`src/rtl/gpio_edge_pkg.sv`:
```
package gpio_edge_pkg;

    localparam int GP_PINS   = 28;
    localparam int GP_DIRECT = 11;
    localparam int GP_DATA_W = 32;
    localparam int GP_ADDR_W = 5;

    // Register select taken from the word index of the byte address.
    typedef enum logic [2:0] {
        SEL_LEVEL = 3'd0,
        SEL_DIR   = 3'd1,
        SEL_SET   = 3'd2,
        SEL_CLR   = 3'd3,
        SEL_RISE  = 3'd4,
        SEL_FALL  = 3'd5,
        SEL_STAT  = 3'd6,
        SEL_SPARE = 3'd7
    } reg_sel_e;

    typedef struct packed {
        logic     valid;   // word-aligned access
        logic     wr;      // write strobe qualified by alignment
        reg_sel_e sel;
    } bus_cmd_t;

    function automatic bus_cmd_t decode_cmd(input logic [GP_ADDR_W-1:0] addr,
                                            input logic                 we);
        bus_cmd_t c;
        c.valid = (addr[1:0] == 2'b00);
        c.wr    = we && c.valid;
        c.sel   = reg_sel_e'(addr[4:2]);
        return c;
    endfunction

    function automatic logic wr_to(input bus_cmd_t c, input reg_sel_e s);
        return c.wr && (c.sel == s);
    endfunction

endpackage

```
`src/rtl/gpio_edge_sync.sv`:
```
module gpio_edge_sync #(
    parameter int WIDTH = 28
) (
    input  logic             clk,
    input  logic             rst,
    input  logic [WIDTH-1:0] raw_in,
    output logic [WIDTH-1:0] sync_lvl,
    output logic [WIDTH-1:0] rise_ev,
    output logic [WIDTH-1:0] fall_ev
);
    logic [WIDTH-1:0] meta_q;
    logic [WIDTH-1:0] sync_q;
    logic [WIDTH-1:0] prev_q;

    always_ff @(posedge clk) begin
        if (rst) begin
            meta_q <= '0;
            sync_q <= '0;
            prev_q <= '0;
        end else begin
            meta_q <= raw_in;
            sync_q <= meta_q;
            prev_q <= sync_q;
        end
    end

    assign sync_lvl = sync_q;
    assign rise_ev  = sync_q & ~prev_q;
    assign fall_ev  = ~sync_q & prev_q;
endmodule

```
`src/rtl/gpio_edge_status.sv`:
```
module gpio_edge_status #(
    parameter int WIDTH      = 28,
    parameter int NUM_DIRECT = 11
) (
    input  logic                  clk,
    input  logic                  rst,
    input  logic [WIDTH-1:0]      rise_ev,
    input  logic [WIDTH-1:0]      fall_ev,
    input  logic [WIDTH-1:0]      rise_en,
    input  logic [WIDTH-1:0]      fall_en,
    input  logic                  clr_we,
    input  logic [WIDTH-1:0]      clr_mask,
    output logic [WIDTH-1:0]      stat,
    output logic [NUM_DIRECT-1:0] irq_direct,
    output logic                  irq_group
);
    localparam int GROUP_LO = NUM_DIRECT;

    logic [WIDTH-1:0] hit;
    logic [WIDTH-1:0] stat_q;

    assign hit = (rise_ev & rise_en) | (fall_ev & fall_en);

    for (genvar i = 0; i < WIDTH; i++) begin : g_bit
        // A fresh event wins over a same-cycle clear.
        always_ff @(posedge clk) begin
            if (rst)
                stat_q[i] <= 1'b0;
            else
                stat_q[i] <= (stat_q[i] & ~(clr_we & clr_mask[i])) | hit[i];
        end
    end

    for (genvar j = 0; j < NUM_DIRECT; j++) begin : g_direct
        assign irq_direct[j] = stat_q[j];
    end

    assign irq_group = |stat_q[WIDTH-1:GROUP_LO];
    assign stat      = stat_q;
endmodule

```
`src/rtl/gpio_edge_ctrl.sv`:
```
module gpio_edge_ctrl
    import gpio_edge_pkg::*;
#(
    parameter int NUM_PINS   = GP_PINS,
    parameter int NUM_DIRECT = GP_DIRECT
) (
    input  logic                  clk,
    input  logic                  rst,
    input  logic [GP_ADDR_W-1:0]  bus_addr,
    input  logic                  bus_we,
    input  logic [GP_DATA_W-1:0]  bus_wdata,
    output logic [GP_DATA_W-1:0]  bus_rdata,
    input  logic [NUM_PINS-1:0]   pin_in,
    output logic [NUM_PINS-1:0]   pin_out,
    output logic [NUM_PINS-1:0]   pin_oe,
    output logic [NUM_DIRECT-1:0] irq_pin,
    output logic                  irq_group
);
    bus_cmd_t cmd;
    assign cmd = decode_cmd(bus_addr, bus_we);

    logic [NUM_PINS-1:0]  wd;
    assign wd = bus_wdata[NUM_PINS-1:0];

    logic [NUM_PINS-1:0]  dir_q;
    logic [NUM_PINS-1:0]  latch_q;
    logic [NUM_PINS-1:0]  rise_en_q;
    logic [NUM_PINS-1:0]  fall_en_q;
    logic [GP_DATA_W-1:0] spare_q;

    logic [NUM_PINS-1:0]  pin_sync;
    logic [NUM_PINS-1:0]  pin_rise;
    logic [NUM_PINS-1:0]  pin_fall;
    logic [NUM_PINS-1:0]  edge_stat;

    always_ff @(posedge clk) begin
        if (rst) begin
            dir_q     <= '0;
            latch_q   <= '0;
            rise_en_q <= '0;
            fall_en_q <= '0;
            spare_q   <= '0;
        end else begin
            if (wr_to(cmd, SEL_DIR))   dir_q     <= wd;
            if (wr_to(cmd, SEL_SET))   latch_q   <= latch_q | wd;
            if (wr_to(cmd, SEL_CLR))   latch_q   <= latch_q & ~wd;
            if (wr_to(cmd, SEL_RISE))  rise_en_q <= wd;
            if (wr_to(cmd, SEL_FALL))  fall_en_q <= wd;
            if (wr_to(cmd, SEL_SPARE)) spare_q   <= bus_wdata;
        end
    end

    gpio_edge_sync #(.WIDTH(NUM_PINS)) sync_i (
        .clk      (clk),
        .rst      (rst),
        .raw_in   (pin_in),
        .sync_lvl (pin_sync),
        .rise_ev  (pin_rise),
        .fall_ev  (pin_fall)
    );

    gpio_edge_status #(.WIDTH(NUM_PINS), .NUM_DIRECT(NUM_DIRECT)) status_i (
        .clk        (clk),
        .rst        (rst),
        .rise_ev    (pin_rise),
        .fall_ev    (pin_fall),
        .rise_en    (rise_en_q),
        .fall_en    (fall_en_q),
        .clr_we     (wr_to(cmd, SEL_STAT)),
        .clr_mask   (wd),
        .stat       (edge_stat),
        .irq_direct (irq_pin),
        .irq_group  (irq_group)
    );

    logic [NUM_PINS-1:0] level;
    assign level = (dir_q & latch_q) | (~dir_q & pin_sync);

    always_comb begin
        bus_rdata = '0;
        if (cmd.valid) begin
            unique case (cmd.sel)
                SEL_LEVEL: bus_rdata[NUM_PINS-1:0] = level;
                SEL_DIR:   bus_rdata[NUM_PINS-1:0] = dir_q;
                SEL_SET:   bus_rdata = '0;
                SEL_CLR:   bus_rdata = '0;
                SEL_RISE:  bus_rdata[NUM_PINS-1:0] = rise_en_q;
                SEL_FALL:  bus_rdata[NUM_PINS-1:0] = fall_en_q;
                SEL_STAT:  bus_rdata[NUM_PINS-1:0] = edge_stat;
                SEL_SPARE: bus_rdata = spare_q;
                default:   bus_rdata = '0;
            endcase
        end
    end

    assign pin_out = latch_q;
    assign pin_oe  = dir_q;
endmodule

```
`config.mk`:
```
export PLATFORM = sky130hd
export DESIGN_NAME = gpio_edge_ctrl
export DESIGN_NICKNAME = d
export VERILOG_FILES = /design/src/rtl/gpio_edge_pkg.sv /design/src/rtl/gpio_edge_sync.sv /design/src/rtl/gpio_edge_status.sv /design/src/rtl/gpio_edge_ctrl.sv
export SDC_FILE = /design/constraint.sdc
export NUM_CORES = 1
export LEC_CHECK = 0
export BUFFER_PORTS_ARGS = -buffer_cell sky130_fd_sc_hd__buf_4
export CORE_ASPECT_RATIO = 0.6
export CORE_MARGIN = 5
export CORE_UTILIZATION = 45
export CTS_BUF_LIST = sky130_fd_sc_hd__clkbuf_8
export DETAILED_ROUTE_END_ITERATION = 12
export GPL_ROUTABILITY_DRIVEN = 0
export PLACE_DENSITY = 0.69
export SYNTH_ARGS = -nofsm -noshare
export SYNTH_HDL_FRONTEND = slang
export SYNTH_SLANG_ARGS = --single-unit
```
`constraint.sdc`:
```
create_clock -name clk -period 3.2 [get_ports clk]
set_input_delay 0.48 -clock clk [delete_from_list [all_inputs] [get_ports clk]]
set_output_delay 0.48 -clock clk [all_outputs]
set_load 0.05 [all_outputs]
```
### After elaboration in Yosys (flattened, before gate mapping)

Cells that the tools add are included.

* register bits: 256
* bits of input ports: 68
* output and inout port bits: 100
* word-level logic and storage cells: 187

* equality and inequality tests: 7
* multiplexer cells: 5
* bitwise gates (word level): 126
* reductions and logical operators: 13

Operators with widths (count)
* $and A28 B28 Y28: 7
* $pmux W28 S7: 1
* $not A28 Y28: 4
* $or A28 B28 Y28: 3
* $and A1 B1 Y1: 56
* $mux W28: 2
* $mux W32: 1
* $not A1 Y1: 28
* $or A1 B1 Y1: 28
* $reduce_or A17 Y1: 1
* $eq A3 B3 Y1 const B: 4
* $logic_and A1 B1 Y1: 8
* $eq A3 B2 Y1 const B: 2
* $mux W4: 1
* $eq A3 B1 Y1 const B: 1
* $logic_not A3 Y1: 1
* $logic_not A2 Y1: 1
* $reduce_bool A2 Y1: 1
* $reduce_or A2 Y1: 1

### Longest topological paths before layout

Gate-level depths: netlist of the first run.

* depth after elaboration: 7
* mapped depth: 7
* gate-level depth less buffers: 4

### Hierarchy

From an unflattened synthesis of the first run, not the netlist that was laid out.

* cells, all modules: 1228
* area total of the unflattened synthesis: 10711.5 µm²

By module, submodules not included
* gpio_edge_ctrl: instances 1, cells each 860, area an instance 6871.6 µm², seq. area each 2882.8 µm²
* gpio_edge_sync: instances 1, cells each 233, area an instance 2642.5 µm², seq. area each 1681.6 µm²
* gpio_edge_status: instances 1, cells each 135, area an instance 1197.4 µm², seq. area each 560.5 µm²

### Worst setup path before layout of the first run

No wires, ideal clock.

* kind: input port to output port
* from: input port bus_addr[4]
* to: output port bus_rdata[11]
* arrival: 2591 ps
* data required time: 2720 ps
* path slack: 129 ps
* stages on the path: 5
* path buffers: 2
* cells stage by stage: buf_2 nor2_1 clkbuf_1 a22oi_1 a221oi_1

* longest elaborated chain between the ends: 4
* elaborated cells between the ends (all ways): 11
* classes of those cells: 7 x eq/ne; 2 x mux; 2 x reduce/logical

Ends and longest elaborated chain
* from (decl): line gpio_edge_ctrl.sv:9 `input logic [GP_ADDR_W-1:0] bus_addr,`
* $eq A3 B2 Y1: line gpio_edge_ctrl.sv:82 `unique case (cmd.sel)`
* $reduce_or A2 Y1 (no line)
* $pmux W28 S7 (*): line gpio_edge_ctrl.sv:82
* $mux W32 (*): line gpio_edge_ctrl.sv:81 `if (cmd.valid) begin`
* to (decl): line gpio_edge_ctrl.sv:12 `output logic [GP_DATA_W-1:0] bus_rdata,`

Mark *: on every way between the ends. The rest lies on a longest branch, timed or not.

### Worst setup path after layout of the first run

* from: register status_i.stat_q[18] (netlist: status_i.stat[18])
* to: output port irq_group

* longest elaborated chain between the ends: 1

Ends and longest elaborated chain
* from (decl): line gpio_edge_status.sv:20 `logic [WIDTH-1:0] stat_q;`
* from (signal, indexed assignment): line gpio_edge_status.sv:30 `stat_q[i] <= (stat_q[i] & ~(clr_we & clr_mask[i])) | hit[i];`
* $reduce_or A17 Y1: line gpio_edge_status.sv:38 `assign irq_group = |stat_q[WIDTH-1:GROUP_LO];`
* to (decl): line gpio_edge_ctrl.sv:17 `output logic irq_group`

Every way passes these cells.

==> key figures, run 1 <==
Global routing
  • Largest net degree at the start of global routing: a little over 100
  • Vias in the first global route: approximately 9,000
  • GRT Total Usage: 0.233
  • Initial antenna violation count: 0
  • Global route total overflow: 0
  • First-pass GRT wire length: slightly above 50,000 µm

Worst setup path
  • Crit-path max FO: 3
  • Critical Path RT: approximately 2700 ps
  • Crit end category: primary output
  • Critical path class: reg2out
  • Crit path launch type: flop
  • CP arrival: approximately 2400 ps

Yosys
  • Synth Cell Area: approximately 0.011 mm²
  • Syn. warnings: 0
  • Yosys reg bits: between 200 and 300
  • Area contributors post-synth: dfxtp_1 48%, nand2_1 9.2%, a21oi_1 7.4%, nor2b_1 5.9%, nand3b_1 3.9%
  • Post-synth top area cell: dfxtp_1
  • Seq/Total Area, Yosys: 0.481
  • Syn Nets: ~1,300
  • Syn Area/Cell: ~8.8 µm²
  • Post-Syn Instances: roughly 1,200
  • Commonest cells post-synth: 262 x nand2_1, 256 x dfxtp_1, 157 x a21oi_1
  • Most used DFF post-synth: dfxtp_1
  • Share of Yosys cell area claimed by the top area cell type: 0.481
  • Post-synth EDFFs: 0
  • Count leader, synth: nand2_1
  • Post-synthesis async set-or-reset flop share: 0
  • Distinct cell type count of the synthesized netlist: 35

Clock network
  • Worst-Skew Late Latency: between 500 and 600 ps
  • CTS tree: done
  • Post CTS Setup Buffer Count: 0
  • Post-CTS Hold Fix Bufs: 0
  • H-tree depth: 2
  • CTS max path bufs: 3
  • Clock Sinks: 256
  • Num CTS Buffers: 38
  • Cts repair resizes: 0
  • Root Buffer: clkbuf_8
  • Clock Pin Slew Worst Setup and Hold Paths: 60 ps

Detailed routing
  • Drt initial violations: 946
  • WL met1: approximately 15,000 µm
  • Wirelength per Cell: around 19 µm
  • DR DRC count: 0
  • Routed Antenna Nets: 0
  • Final WL: roughly 33,000 µm
  • Highest routed layer: met4
  • Total vias in the final route: 9,500
  • Vias/cell: 5.61
  • Met3 routed WL: between 3000 and 4000 µm
  • First-pass iteration count of the detailed router: 5
  • Met2 WL: ~14,000 µm

Floorplanning
  • Die Y-Extent: between 100 and 150 µm
  • Core region area: roughly 0.023 mm²
  • Row count: 43
  • Die area: 0.0269 mm²
  • Die width: around 210 µm
  • Top Ports: 168
  • Initial Utilization: 0.459

Power and ir drop
  • Sw power: 1.62 mW
  • Internal Dissipation: between 4 and 5 mW
  • Seq pwr share: 0.513
  • Switching share of power: 0.254
  • Max VDD drop: 0.000294 V
  • Power Density: 497 mW/mm²
  • Clock share of power: 0.411
  • Pleak: approximately 4.6 nW
  • Logic pwr share: 0.077

Timing
  • Final Hold Vio Count: 0
  • Final period util: 0.900
  • Final-report max-slew violation count: 0
  • Slew HR: 0.283
  • Upper clock frequency limit: 347 MHz
  • Endpoints failing setup: 0
  • Fin crit period: 2880 ps
  • Setup Skew: 13.0 ps
  • Worst-Margin Slew: approximately 1100 ps
  • Final WS setup: 319 ps
  • RSZ-0062 raised after global routing: false
  • WHS: between 150 and 200 ps
  • Setup tns final: 0 ps

Place
  • Pre-CTS WS: roughly 400 ps
  • Buffers on Ports: between 150 and 200
  • Dpl cells: 1,626
  • Hpwl dp: 21,400 µm

Final layout
  • Nets@finish: approximately 1,400
  • Share of cells above drive strength 1: 0.214
  • Final core occ: 0.555
  • Inserted Diodes: 0
  • Layout Cells excl Fill: 1,692
  • Fill cells: roughly 2,100
  • Area Overhead vs Synth: 20.9%

Min path
  • Min-delay worst type: in2reg

Run
  • Max_cap viols: 0

Outcome
  • Run status: finished clean
==> metal layers <==
layer  vias to the layer above  global-route usage
li1                       4526                   -
met1                      4446               0.349
met2                       478               0.344
met3                        50              0.0552
met4                         0              0.0487
met5                         -                   0
==> power by group through the flow <==
stage / sequential (mW) / clock, mW / combinational (mW)
3_3_place_gp: 3.35 / 0 / 0.480
3_5_place_dp: 3.35 / 0 / 0.485
4_1_cts: 3.28 / 2.67 / 0.486
5_1_grt: 3.29 / 2.81 / 0.523
6_report: 3.28 / 2.63 / 0.492
2_1_floorplan: 3.36 / 0 / 0.248
==> stage by stage <==
stage	area, µm²	total power, mW
after CTS	12900	6.44
after global routing	12900	6.62
final	12900	6.40
after floorplan	10700	3.61
after global placement	12100	3.83
after detailed placement	12100	3.84
==> critical path: stages, from the launching register on <==
cell and delay [ps]:
dfxtp_1 330, nor4_1 490, nand4_1 320, or4_1 530, buf_4 220
==> placed cells by master (no fill, tap or decap), types with 3 or more instances in the layout <==
| cell type | n |
|---|---|
| nand2_1 | 262 |
| dfxtp_1 | 256 |
| buf_4 | 196 |
| a21oi_1 | 157 |
| nor2b_1 | 98 |
| nand3b_1 | 56 |
| clkbuf_8 | 46 |
| mux2_2 | 28 |
| a32oi_1 | 28 |
| mux2i_1 | 28 |
| a221oi_1 | 28 |
| o21ai_0 | 28 |
| a31oi_1 | 28 |
| a311oi_1 | 28 |
| inv_1 | 26 |
| nand2b_1 | 16 |
| a22oi_1 | 15 |
| o21bai_1 | 13 |
| and3_1 | 5 |
| clkinv_2 | 5 |
| buf_12 | 4 |
| nor3_4 | 3 |
| nor4_1 | 3 |
==> cells by family after synthesis <==
group | share of synthesized area
and+or+nand+nor | 0.219
DFF | 0.481
muxes | 0.0559
buffers and inverters | 0.0515
AOI/OAI and AO/OA | 0.192
==> area by class of cell <==
cell class	count	area [µm²]	share of cell area
clock buffers	45	619	0.0481
clock inverters	21	119	0.00923
inverters	13	48.8	0.00379
multi-input cells	841	5000	0.388
flip-flops and latches	256	5120	0.398
well taps	315	394	0.0306
repair buffers	201	1570	0.122
==> path summary, 6_finish.rpt <==
check,cells past startpoint,startpoint,end,slack (ps)
setup / recovery,4,status_i.stat[18]$_SDFF_PP0_,irq_group,320
hold / removal,2,pin_in[7],sync_i.meta_q[7]$_SDFF_PP0_,170
setup reg to reg,2,sync_i.sync_lvl[26]$_SDFF_PP0_,status_i.stat[26]$_SDFF_PP0_,2390
hold reg to reg,1,sync_i.meta_q[15]$_SDFF_PP0_,sync_i.sync_lvl[15]$_SDFF_PP0_,430
Note: power is estimated with default switching activity, not from simulation.
==> run 2, diff against run 1 <==
Settings changed: CORE_UTILIZATION 45 to 55, PLACE_DENSITY 0.69 to 0.81.
==> run 2 against run 1 <==
Compared with the run above:
- non-clock buffer count up 3
- sequential cell count unchanged
- via count rose by 2.9%
- fmax grew 0.24%
- sequential share of layout area up 0.093 points
- register-to-register slack got worse by 30 ps
- global-route usage rose by 4.0 points
- critical path depth did not move
- routed wire length shrank 3.5%
- combinational power barely moved
- critical path type unchanged
==> key figures, run 2 (same netlist as run 1, synthesis figures left out) <==
Min path
  • Min-Delay Startpoint: pin_in[19] (was pin_in[7])
  • Min-delay worst type: in2reg (unchanged)
  • Worst Hold End: sync_i.meta_q[19]$_SDFF_PP0_ (was sync_i.meta_q[7]$_SDFF_PP0_)
  • Hold Path Depth: 2 (unchanged)

Clock network
  • Worst-Skew Late Latency: 530 ps (was 510 ps)
  • Post CTS Setup Buffer Count: 0 (unchanged)
  • Post-CTS Hold Fix Bufs: 0 (unchanged)
  • Clock Sinks: 256 (unchanged)
  • CTS max path bufs: 3 (unchanged)
  • CTS tree: done (unchanged)
  • Clock Pin Slew Worst Setup and Hold Paths: 60 ps (about the same)
  • Cts repair resizes: 0 (unchanged)
  • Num CTS Buffers: 37 (was 38)
  • H-tree depth: 2 (unchanged)
  • Root Buffer: clkbuf_8 (unchanged)

Global routing
  • Vias in the first global route: 9,180 (was 9,002)
  • First-pass GRT wire length: 50,100 µm (was 51,100 µm)
  • Global route total overflow: 0 (unchanged)
  • Largest net degree at the start of global routing: 117 (was 102)
  • Initial antenna violation count: 0 (unchanged)
  • GRT Total Usage: 0.273 (was 0.233)

Timing
  • Worst-Margin Slew: 967 ps (was 1070 ps)
  • Endpoints failing setup: 0 (unchanged)
  • Final-report max-slew violation count: 0 (unchanged)
  • Final period util: 0.898 (was 0.900)
  • Setup tns final: 0 ps (unchanged)
  • Fin crit period: 2870 ps (was 2880 ps)
  • Setup Skew: 28.8 ps (was 13.0 ps)
  • Slew HR: 0.355 (was 0.283)
  • Final Hold Vio Count: 0 (unchanged)
  • RSZ-0062 raised after global routing: false (unchanged)
  • WHS: 164 ps (was 175 ps)
  • Upper clock frequency limit: 348 MHz (was 347 MHz)

Worst setup path
  • R2R setup slack: 2360 ps (was 2390 ps)
  • CP peak stage delay: 550 ps (was 530 ps)
  • Crit path cell chain: nor4_1 > nand4_1 > or4_1 > buf_4 (unchanged)
  • CP bufs+invs: 1 (unchanged)
  • CP arrival: 2390 ps (was 2400 ps)
  • Crit end category: primary output (unchanged)
  • Crit-path max FO: 3 (unchanged)
  • Path depth of the worst reg2reg path: 2 (unchanged)
  • Crit path launch type: flop (unchanged)
  • Critical Path RT: 2720 ps (about the same)
  • Critical Path Slowest Stage Cell: or4_1 (unchanged)
  • Crit path launch: status_i.stat[18]$_SDFF_PP0_ (unchanged)
  • Critical path class: reg2out (unchanged)
  • Top delay family on crit path: simple AND/OR/NAND/NOR gates (unchanged)

Floorplanning
  • Initial Utilization: 0.560 (was 0.459)
  • Top Ports: 168 (unchanged)
  • Die Y-Extent: 118 µm (was 129 µm)
  • Die area: 0.0223 mm² (was 0.0269 mm²)
  • Core region area: 0.0190 mm² (was 0.0232 mm²)
  • Row count: 39 (was 43)
  • Die width: 190 µm (was 209 µm)

Final layout
  • Area Overhead vs Synth: 20.6% (was 20.9%)
  • Commonest non-fill, non-tap cell in the layout: nand2_1 (unchanged)
  • Inserted Diodes: 0 (unchanged)
  • Highest-count cells in the layout ignoring fill and taps: 262 x nand2_1, 256 x dfxtp_1, 198 x buf_4 (was 262 x nand2_1, 256 x dfxtp_1, 196 x buf_4)
  • Share of cells above drive strength 1: 0.216 (was 0.214)
  • Nets@finish: 1,421 (was 1,419)

Power and ir drop
  • Power Density: 502 mW/mm² (was 497 mW/mm²)
  • Max VDD drop: 0.000278 V (was 0.000294 V)
  • Pleak: 4.65 nW (was 4.63 nW)

Detailed routing
  • Total vias in the final route: 9,773 (was 9,500)
  • DR DRC count: 0 (unchanged)
  • Routed Antenna Nets: 0 (unchanged)
  • Vias/cell: 6.02 (was 5.61)
  • First-pass iteration count of the detailed router: 5 (unchanged)
  • Wirelength per Cell: 19.6 µm (was 19.5 µm)
  • Final WL: 31,800 µm (was 32,900 µm)
  • Drt initial violations: 993 (was 946)

Outcome
  • Run status: finished clean (unchanged)

Place
  • Hpwl dp: 20,800 µm (was 21,400 µm)
  • Buffers on Ports: 167 (unchanged)

Run
  • Max_cap viols: 0 (unchanged)
==> run 2: cell count changes in the layout (fill, tap and decap cells not counted), sizes merged <==
cell	change
clkbuf	+4
buf	+3
clkinv	-3
inv	-3
clkinvlp	-1
==> run 2: metal layers <==
layer | share of wire | GRT usage | wire (µm)
met1 | 0.44 | 0.403 | 13900
met2 | 0.42 | 0.388 | 13400
met3 | 0.12 | 0.0806 | 3790
met4 | 0.020 | 0.0714 | 642
met5 | 0 | 0 | 0
==> run 2: worst max path at each step <==
stage / to / depth (start not counted)
4_1_cts: irq_group / 4
2_1_floorplan: bus_rdata[11] / 5
3_3_place_gp: bus_rdata[13] / 5
5_1_grt: irq_group / 4
6_report: irq_group / 4
3_5_place_dp: bus_rdata[14] / 5
==> run 2: report_power, final <==
| group | leakage, nW | internal, mW | switching [mW] | total, mW |
|---|---|---|---|---|
| Combinational | 2.14 | 0.178 | 0.317 | 0.494 |
| Clock | 0.428 | 1.44 | 1.22 | 2.67 |
| Sequential | 2.08 | 3.24 | 0.0378 | 3.28 |
| Total | 4.65 | 4.87 | 1.58 | 6.44 |
==> run 2: layout make-up <==
class / count / area [µm²]
multi-input cells: 841 / 5000
flip-flops and latches: 256 / 5120
inverters: 13 / 48.8
clock inverters: 14 / 85.1
repair buffers: 204 / 1600
well taps: 246 / 308
fillers: 1517 / 6190
clock buffers: 49 / 674
==> run 2: through the flow <==
stage	total power [mW]	cells	setup slack (ps)	instance area (µm²)	utilization
after floorplan	3.61	1214	129	10700	-
after global placement	3.83	1560	463	12100	0.635
after detailed placement	3.83	1560	459	12100	0.635
after CTS	6.46	1623	398	12800	0.675
after global routing	6.67	1623	303	12800	0.675
final	6.44	1623	326	12800	0.675
==> run 3, diff against run 2 <==
Settings changed: CORE_MARGIN 5 to default, CORE_UTILIZATION 55 to 40, PLACE_DENSITY 0.81 to 0.63.
==> run 3 against run 2 <==
Compared with the run above:
- sequential share of layout area shrank 0.75 points
- register-to-register slack lost 50 ps
- sequential cell count is the same
- fmax shrank 2.9%
- final cell count grew 7.0%
- worst hold slack lost 24 ps
- first-iteration DRC count shrank 19%
- critical endpoint unchanged
- largest power group unchanged
==> key figures, run 3 (same netlist as run 1, synthesis figures left out) <==
Outcome
  • Run status: finished clean (unchanged)

Timing
  • Setup Skew: 8.32 ps (was 28.8 ps)
  • Endpoints failing setup: 0 (unchanged)
  • Fin crit period: 2960 ps (was 2870 ps)
  • RSZ-0062 raised after global routing: false (unchanged)
  • Worst-Margin Slew: 989 ps (was 967 ps)
  • Final Hold Vio Count: 0 (unchanged)
  • Final period util: 0.925 (was 0.898)
  • Slew HR: 0.338 (was 0.355)
  • Final-report max-slew violation count: 0 (unchanged)
  • Setup tns final: 0 ps (unchanged)
  • Upper clock frequency limit: 338 MHz (was 348 MHz)

Worst setup path
  • Reg2Reg Launch Point: status_i.stat[11]$_SDFF_PP0_
  • Critical path class: reg2out (unchanged)
  • Crit end category: primary output (unchanged)
  • Crit-path max FO: 3 (unchanged)
  • CP arrival: 2480 ps (was 2390 ps)
  • Reg-to-reg endpoint: status_i.stat[11]$_SDFF_PP0_
  • R2R setup slack: 2310 ps (was 2360 ps)
  • Path depth of the worst reg2reg path: 2 (unchanged)
  • Crit path launch type: flop (unchanged)
  • Critical Path RT: 2720 ps (about the same)

Detailed routing
  • Drt initial violations: 806 (was 993)
  • First-pass iteration count of the detailed router: 7 (was 5)
  • Highest routed layer: met4 (unchanged)
  • Routed Antenna Nets: 0 (unchanged)
  • WL met1: 16,300 µm (was 13,900 µm)
  • Total vias in the final route: 9,567 (was 9,773)
  • Wirelength per Cell: 19.4 µm (was 19.6 µm)
  • Final WL: 33,700 µm (was 31,800 µm)
  • Vias/cell: 5.51 (was 6.02)
  • Met3 routed WL: 2660 µm (was 3790 µm)
  • Met2 WL: 14,200 µm (was 13,400 µm)
  • DR DRC count: 0 (unchanged)

Floorplanning
  • Row count: 45 (was 39)
  • Core region area: 0.0257 mm² (was 0.0190 mm²)
  • Die width: 213 µm (was 190 µm)
  • Die area: 0.0273 mm² (was 0.0223 mm²)
  • Top Ports: 168 (unchanged)
  • Die Y-Extent: 128 µm (was 118 µm)
  • Initial Utilization: 0.414 (was 0.560)

Clock network
  • Post-CTS Hold Fix Bufs: 0 (unchanged)
  • H-tree depth: 2 (unchanged)
  • Clock Pin Slew Worst Setup and Hold Paths: 60 ps (about the same)
  • Num CTS Buffers: 40 (was 37)
  • Worst-Skew Late Latency: 550 ps (was 530 ps)
  • Clock Sinks: 256 (unchanged)
  • CTS max path bufs: 3 (unchanged)
  • Root Buffer: clkbuf_8 (unchanged)
  • Cts repair resizes: 0 (unchanged)
  • Post CTS Setup Buffer Count: 0 (unchanged)
  • CTS tree: done (unchanged)

Min path
  • Min-Delay Startpoint: pin_in[6] (was pin_in[19])
  • Worst Hold End: sync_i.meta_q[6]$_SDFF_PP0_ (was sync_i.meta_q[19]$_SDFF_PP0_)
  • Hold Path Depth: 2 (unchanged)
  • Min-delay worst type: in2reg (unchanged)

Final layout
  • Nets@finish: 1,428 (was 1,421)
  • Final core occ: 0.509 (was 0.675)
  • Area Overhead vs Synth: 22.9% (was 20.6%)
  • Multi-input gate area: 0.00500 mm² (unchanged)
  • Sequential cell area: 0.00512 mm² (unchanged)
  • Fill cells: 2,473 (was 1,517)
  • Highest-count cells in the layout ignoring fill and taps: 262 x nand2_1, 256 x dfxtp_1, 202 x buf_4 (was 262 x nand2_1, 256 x dfxtp_1, 198 x buf_4)
  • Commonest non-fill, non-tap cell in the layout: nand2_1 (unchanged)
  • Inserted Diodes: 0 (unchanged)
  • Share of cells above drive strength 1: 0.224 (was 0.216)

Power and ir drop
  • Power Density: 514 mW/mm² (was 502 mW/mm²)
  • Max VDD drop: 0.000214 V (was 0.000278 V)
  • Pleak: 4.71 nW (was 4.65 nW)

Global routing
  • Vias in the first global route: 8,951 (was 9,180)
  • Largest net degree at the start of global routing: 101 (was 117)
  • GRT Total Usage: 0.245 (was 0.273)
  • First-pass GRT wire length: 51,900 µm (was 50,100 µm)
  • Global route total overflow: 0 (unchanged)
  • Initial antenna violation count: 0 (unchanged)

Place
  • Hpwl dp: 22,200 µm (was 20,800 µm)
  • Buffers on Ports: 167 (unchanged)

Run
  • Max_cap viols: 0 (unchanged)
[run 3: final cells by class]
class	instances	area share
clock buffer	53	0.0557
clock inverter	14	0.00870
inverter	13	0.00373
multi-input combinational	841	0.382
sequential	256	0.392
tap	352	0.0337
timing repair buffer	208	0.125
[run 3: worst max-delay path by stage]
stage                                            start            end  slack, ps
final                     status_i.stat[18]$_SDFF_PP0_      irq_group        240
after global routing      status_i.stat[18]$_SDFF_PP0_      irq_group        130
after CTS                 status_i.stat[18]$_SDFF_PP0_      irq_group        270
after detailed placement                   bus_addr[3]  bus_rdata[12]        460
after global placement                     bus_addr[4]  bus_rdata[19]        480
after floorplan                            bus_addr[4]  bus_rdata[11]        130
[run 3: critical path, cell delays in order (launching register included)]
cell and delay [ps]:
dfxtp_1 340, nor4_1 520, nand4_1 270, or4_1 560, buf_4 240
[run 3: where the power goes]
part	switching (mW)	internal, mW
combinational	0.323	0.179
sequential	0.0375	3.25
clock	1.30	1.64
[run 3: metrics by stage]
| step | cells | power (mW) | instance area [µm²] | hold slack (ps) | setup slack, ps |
|---|---|---|---|---|---|
| 4_1_cts | 1737 | 6.77 | 13100 | 115 | 267 |
| 3_3_place_gp | 1670 | 3.84 | 12200 | 417 | 478 |
| 6_report | 1737 | 6.73 | 13100 | 140 | 241 |
| 2_1_floorplan | 1214 | 3.61 | 10700 | 414 | 129 |
| 3_5_place_dp | 1670 | 3.85 | 12200 | 424 | 461 |
| 5_1_grt | 1737 | 6.98 | 13100 | 121 | 128 |
[run 3: per-layer routing]
metal  vias to the layer above  global-route usage
met5                         -                   0
met4                         0              0.0639
met3                        46              0.0525
met2                       385               0.354
met1                      4589               0.367
li1                       4547                   -
